File: src/rtl/nco_pkg.sv
package nco_pkg;
  typedef enum logic [1:0] {
    MODE_TRACK    = 2'b00,
    MODE_HOLD     = 2'b01,
    MODE_FREE     = 2'b10,
    MODE_FREE_ALT = 2'b11
  } nco_mode_e;
endpackage

File: src/rtl/nco_clamp.sv
module nco_clamp #(
  parameter int CW       = 16,
  parameter int MAX_CORR = 4096
) (
  input  logic signed [CW-1:0] corr_raw,
  output logic signed [CW-1:0] corr_lim
);
  localparam logic signed [CW-1:0] POS_LIM = CW'(MAX_CORR);
  localparam logic signed [CW-1:0] NEG_LIM = -POS_LIM;

  always_comb begin
    if (corr_raw > POS_LIM)      corr_lim = POS_LIM;
    else if (corr_raw < NEG_LIM) corr_lim = NEG_LIM;
    else                         corr_lim = corr_raw;
  end
endmodule

File: src/rtl/nco_history.sv
module nco_history #(
  parameter int CW            = 16,
  parameter int SAMPLE_CYCLES = 520000
) (
  input  logic                 clk,
  input  logic                 rst,
  input  logic                 run,
  input  logic signed [CW-1:0] sample_in,
  output logic signed [CW-1:0] older,
  output logic                 ready
);
  localparam int CNT_W = (SAMPLE_CYCLES > 1) ? $clog2(SAMPLE_CYCLES) : 1;
  localparam logic [CNT_W-1:0] LAST = CNT_W'(SAMPLE_CYCLES - 1);

  logic [CNT_W-1:0]     cnt;
  logic [1:0]           fill;
  logic signed [CW-1:0] newer;
  logic                 take;

  assign take  = run && (cnt == LAST);
  assign ready = fill[1];

  always_ff @(posedge clk) begin
    if (rst) begin
      cnt   <= '0;
      fill  <= '0;
      newer <= '0;
      older <= '0;
    end else if (run) begin
      if (take) begin
        cnt   <= '0;
        older <= newer;
        newer <= sample_in;
        if (!fill[1]) fill <= fill + 2'd1;
      end else begin
        cnt <= cnt + 1'b1;
      end
    end
  end
endmodule

File: src/rtl/nco_phase_acc.sv
module nco_phase_acc #(
  parameter int FW = 32
) (
  input  logic          clk,
  input  logic          rst,
  input  logic [FW-1:0] step,
  output logic [FW-1:0] acc,
  output logic          msb
);
  always_ff @(posedge clk) begin
    if (rst) acc <= '0;
    else     acc <= acc + step;
  end

  assign msb = acc[FW-1];
endmodule

File: src/rtl/nco_holdover.sv
module nco_holdover #(
  parameter int            FW            = 32,
  parameter int            CW            = 16,
  parameter int            MAX_CORR      = 4096,
  parameter int            SAMPLE_CYCLES = 520000,
  parameter logic [FW-1:0] NOMINAL_WORD  = FW'(1) << (FW - 3)
) (
  input  logic                 clk,
  input  logic                 rst,
  input  logic [1:0]           mode,
  input  logic signed [CW-1:0] corr_in,
  output logic [FW-1:0]        freq_word,
  output logic [FW-1:0]        phase,
  output logic                 clk_out
);
  import nco_pkg::*;

  nco_mode_e            md;
  logic                 track_en, hold_en, entering, prev_hold, hist_ready;
  logic signed [CW-1:0] corr_lim, hist_older, hold_corr, hold_pick, sel_corr;

  assign md       = nco_mode_e'(mode);
  assign track_en = (md == MODE_TRACK);
  assign hold_en  = (md == MODE_HOLD);
  assign entering = hold_en && !prev_hold;

  nco_clamp #(.CW(CW), .MAX_CORR(MAX_CORR)) u_clamp (
    .corr_raw (corr_in),
    .corr_lim (corr_lim)
  );

  nco_history #(.CW(CW), .SAMPLE_CYCLES(SAMPLE_CYCLES)) u_hist (
    .clk       (clk),
    .rst       (rst),
    .run       (track_en),
    .sample_in (corr_lim),
    .older     (hist_older),
    .ready     (hist_ready)
  );

  assign hold_pick = entering ? (hist_ready ? hist_older : '0) : hold_corr;

  always_comb begin
    case (md)
      MODE_TRACK: sel_corr = corr_lim;
      MODE_HOLD:  sel_corr = hold_pick;
      default:    sel_corr = '0;
    endcase
  end

  always_ff @(posedge clk) begin
    if (rst) begin
      freq_word <= NOMINAL_WORD;
      hold_corr <= '0;
      prev_hold <= 1'b0;
    end else begin
      freq_word <= NOMINAL_WORD + {{(FW-CW){sel_corr[CW-1]}}, sel_corr};
      prev_hold <= hold_en;
      if (entering) hold_corr <= hold_pick;
    end
  end

  nco_phase_acc #(.FW(FW)) u_acc (
    .clk  (clk),
    .rst  (rst),
    .step (freq_word),
    .acc  (phase),
    .msb  (clk_out)
  );
endmodule

File: config.mk
export PLATFORM = sky130hd
export DESIGN_NAME = nco_holdover
export DESIGN_NICKNAME = d
export VERILOG_FILES = /design/src/rtl/nco_pkg.sv /design/src/rtl/nco_clamp.sv /design/src/rtl/nco_history.sv /design/src/rtl/nco_phase_acc.sv /design/src/rtl/nco_holdover.sv
export SDC_FILE = /design/constraint.sdc
export NUM_CORES = 1
export LEC_CHECK = 0
export ABC_AREA = 1
export BUFFER_PORTS_ARGS = -buffer_cell sky130_fd_sc_hd__buf_2
export CORE_MARGIN = 5
export CORE_UTILIZATION = 63
export DETAILED_ROUTE_END_ITERATION = 6
export PLACE_DENSITY = 0.86
export SLEW_MARGIN = 20
export SYNTH_ARGS = -nofsm -noshare
export SYNTH_HDL_FRONTEND = slang
export SYNTH_SLANG_ARGS = --single-unit
File: constraint.sdc
create_clock -name clk -period 3.35 [get_ports clk]
set_clock_uncertainty 0.15 [all_clocks]
set_input_delay 0 -clock clk [delete_from_list [all_inputs] [get_ports clk]]
set_output_delay 0 -clock clk [all_outputs]
set_load 0.005 [all_outputs]
==> flow_summary_export.csv <==
group,metric,value,unit
final_layout,diodes,0,
drt,vias,7051,
yosys,yosysMostFrequentCell,"nand2_1",
timing,tightest_slew,0.8945,ns
yosys,syn-cell-area,6869,µm²
final_layout,postLayoutCoreUtil,75.29,%
hold_path,min_delay_path_depth,4,
floorplanning,start_util,63.93,%
global_routing,grt_usage,29.38,%
pwr,p_per_area,426.9,nW/µm²
global_routing,gr-total-overflow,0,
floorplanning,die_x,114.4,µm
drt,drtIter0Drc,807,
final_layout,fin_cells,1319,
timing,maxSlewViolCount,0,
clock_network,clk_pin_slew,0.07,ns
clock_network,cts_tree,"built",
floorplanning,dieArea,13090,µm²
run,drv_cap,0,
yosys,synth-xor-area-share,0.3825,%
timing,relSlewSlack,40.22,%
pwr,peakVddDrop,0.5700,mV
clock_network,cts_root_buffer,"clkbuf_8",
final_layout,area_growth,17.78,%
yosys,ys_seq_elements,119,
yosys,yosys.area.top_type,"dfxtp_1",
worst_setup_path,cp-end-kind,"flop",
worst_setup_path,cp_max_fo,29,
place,gp_congestion,0.9615,
worst_setup_path,worstPathArrival,3.19,ns
worst_setup_path,cp.required,3.69,ns
final_layout,design_area,8090,µm²
place,hpwl,12.98,mm
yosys,synth_edf_count,0,
place,placed_cell_area,7258,µm²
yosys,syn-mean-instance-area,6.390,µm²
timing,setup_viol,0,
yosys,synth_top_family_by_area,"simple AND/OR/NAND/NOR gates",
worst_setup_path,crit_cells,11,
timing,max_freq,350.4,MHz
floorplanning,row_count,38,
final_layout,drive_gt1_share,12.55,%
pwr,clock_power_share,52.2,%
floorplanning,core,10750,µm²
pwr,seqPwrFrac,41.8,%
hold_path,hp-class,"input port to flop",
drt,drc,0,
pwr,power.switching,0.8717,mW
status,outcome,"finished, final reports clean",
worst_setup_path,path_cells,"dlygate4sd3_1, buf_2, nor2_1, nand2_1, nor2_1, nand2_1, nand2_1, nand4_1, dlygate4sd3_1, a21oi_1, dlygate4sd3_1",
place,portBuffers,82,
yosys,yosysSeqAreaShare,34.68,%
worst_setup_path,start_kind,"input port",
worst_setup_path,critPathTopFamily,"buffers and inverters",
worst_setup_path,slowest_stage,"nand2_1",
pwr,p_int,2.582,mW
yosys,synthArstFlopShare,0,%
yosys,synth-compound-area-share,10.35,%
yosys,yosys-top-cells-count,"nand2_1 (348), inv_1 (175), dfxtp_1 (119)",
yosys,synthTopCellsByArea,"dfxtp_1 (35%), nand2_1 (19%), inv_1 (9.6%)",
place,place_inst,1262,
drt,routed_wl,18.48,mm
floorplanning,die_h,114.4,µm
drt,viasPerCell,5.346,
worst_setup_path,rrSetupSlack,0.96,ns
final_layout,num-nets-final,1219,
yosys,synthAdderAreaFrac,6.120,%
clock_network,cts-buffers-inserted,17,
worst_setup_path,crit_type,"input port to flop",
global_routing,grt_pass1_wl,30.79,mm
yosys,synthSimpleGateAreaFrac,35.05,%
clock_network,cts_setup_buffers,0,
timing,setup_tns,0,ns
global_routing,antenna_found_initial,0,
timing,finalHoldViolations,0,
clock_network,clk_latency,0.54,ns
yosys,synth_mux_area_share,0,%
clock_network,clock-sinks,119,
floorplanning,ios,85,
timing,grt_setup_unrepaired,"no",
worst_setup_path,crit_path_max_incr_delay,0.66,ns
global_routing,grt_max_degree,43,
yosys,syn_inst,1075,
drt,dr.pass1.iters,6,
yosys,synth_top_area_share,34.68,%
timing,min_period,2.854,ns
yosys,yosys_warnings,0,
yosys,ys_types,42,
pwr,leakagePower,4.202,nW
timing,setup_ws,0.4959,ns
place,dp_worst_setup_slack,1.019,ns
pwr,sw_frac_of_total,25.24,%
clock_network,clock_path_buffers,2,
drt,final_antenna_net_count,0,
pwr,comb_power_share,6.0,%
timing,finalCritPeriodShare,85.20,%
clock_network,htreeDepth,4,
global_routing,grt_pass1_vias,6608,
worst_setup_path,worstPathBufferInverterCount,4,
drt,wl_per_cell,14.01,µm
worst_setup_path,worstRegToRegCells,9,
yosys,yosys_most_used_dff,"dfxtp_1",
placed cells by master (no fill, tap or decap), types with 4 or more instances in the layout:
master           n
buf_2           82
nand4_1         19
dfxtp_1        119
buf_4            6
o21bai_1         4
inv_6            6
a21oi_1         62
inv_1          175
dlygate4sd3_1   25
nand3_1         68
nor3_1          10
clkbuf_16       16
clkinv_4         4
nand2_1        348
o21ai_2         10
nor2_2           4
o21ai_0         39
ha_1            32
nor2_1         107
what timing repair did:
item | in CTS | in global routing
hold buffers | 25 | 0
resized for setup | 0 | 0
endpoints found under the hold margin | 82 | 0
final timing paths:
check / start / to
worst max-delay path: corr_in[10] / freq_word[1]$_SDFF_PP0_
worst min-delay path: corr_in[0] / u_hist.newer[0]$_SDFFE_PP0P_
worst max register to register: freq_word[28]$_SDFF_PP0_ / u_acc.acc[31]$_SDFF_PP0_
worst min register to register: u_hist.older[9]$_SDFFE_PP0P_ / u_hist.older[9]$_SDFFE_PP0P_
layout make-up:
cell class,count,area (µm²)
clock buffers,17,414.1
fillers,864,2655
inverters,178,673.1
well taps,140,175.2
flip-flops and latches,119,2382
repair buffers,113,705.7
multi-input cells,737,3572
clock inverters,15,167.7
power by group through the flow:
stage / registers [mW] / clock network [mW] / logic [mW]
global route: 1.44 / 1.87 / 0.231
floorplan: 1.47 / 0 / 0.123
detailed placement: 1.47 / 0 / 0.182
global placement: 1.47 / 0 / 0.178
finish: 1.44 / 1.80 / 0.207
CTS: 1.44 / 1.82 / 0.204
state kept, by name, summed over array words and instances, names as in the netlist:
signal	flops
u_acc.acc	32
freq_word	17
prev_hold	1
u_hist.cnt	19
u_hist.fill	2
hold_corr	16
u_hist.older	16
u_hist.newer	16
metrics by stage:
| stage | total power [mW] | hold WS, ns |
|---|---|---|
| 4_1_cts | 3.463 | 0.1520 |
| 5_1_grt | 3.547 | 0.1865 |
| 3_5_place_dp | 1.655 | 0.1665 |
| 3_3_place_gp | 1.652 | 0.1606 |
| 6_report | 3.454 | 0.1693 |
| 2_1_floorplan | 1.596 | 0.01409 |
layer usage:
layer	vias to the layer above	share of wire, %	routed length, µm	track usage (%)
met1	3196	44	8059	38.01
met2	287	46	8490	47.54
li1	3528	-	-	-
met4	0	2.5	471	12.51
met5	-	0	0	0
met3	40	7.9	1456	6.078
kinds of logic (layout without fill, tap and decap cells):
family                     after synthesis  after routing
adders and majority gates               33             33
other                                    1              2
DFF                                    119            119
xor gates and xnor gates                 3              3
AOI/OAI and AO/OA                      127            127
buffers and inverters                  220            323
and+or+nand+nor                        572            572
tightest hold or removal path: stages:
cell           delay (ns)
dlygate4sd3_1        0.53
buf_2                0.14
nand3_1              0.07
o21ai_0              0.07
No activity file was read; power rests on OpenSTA's default activity.
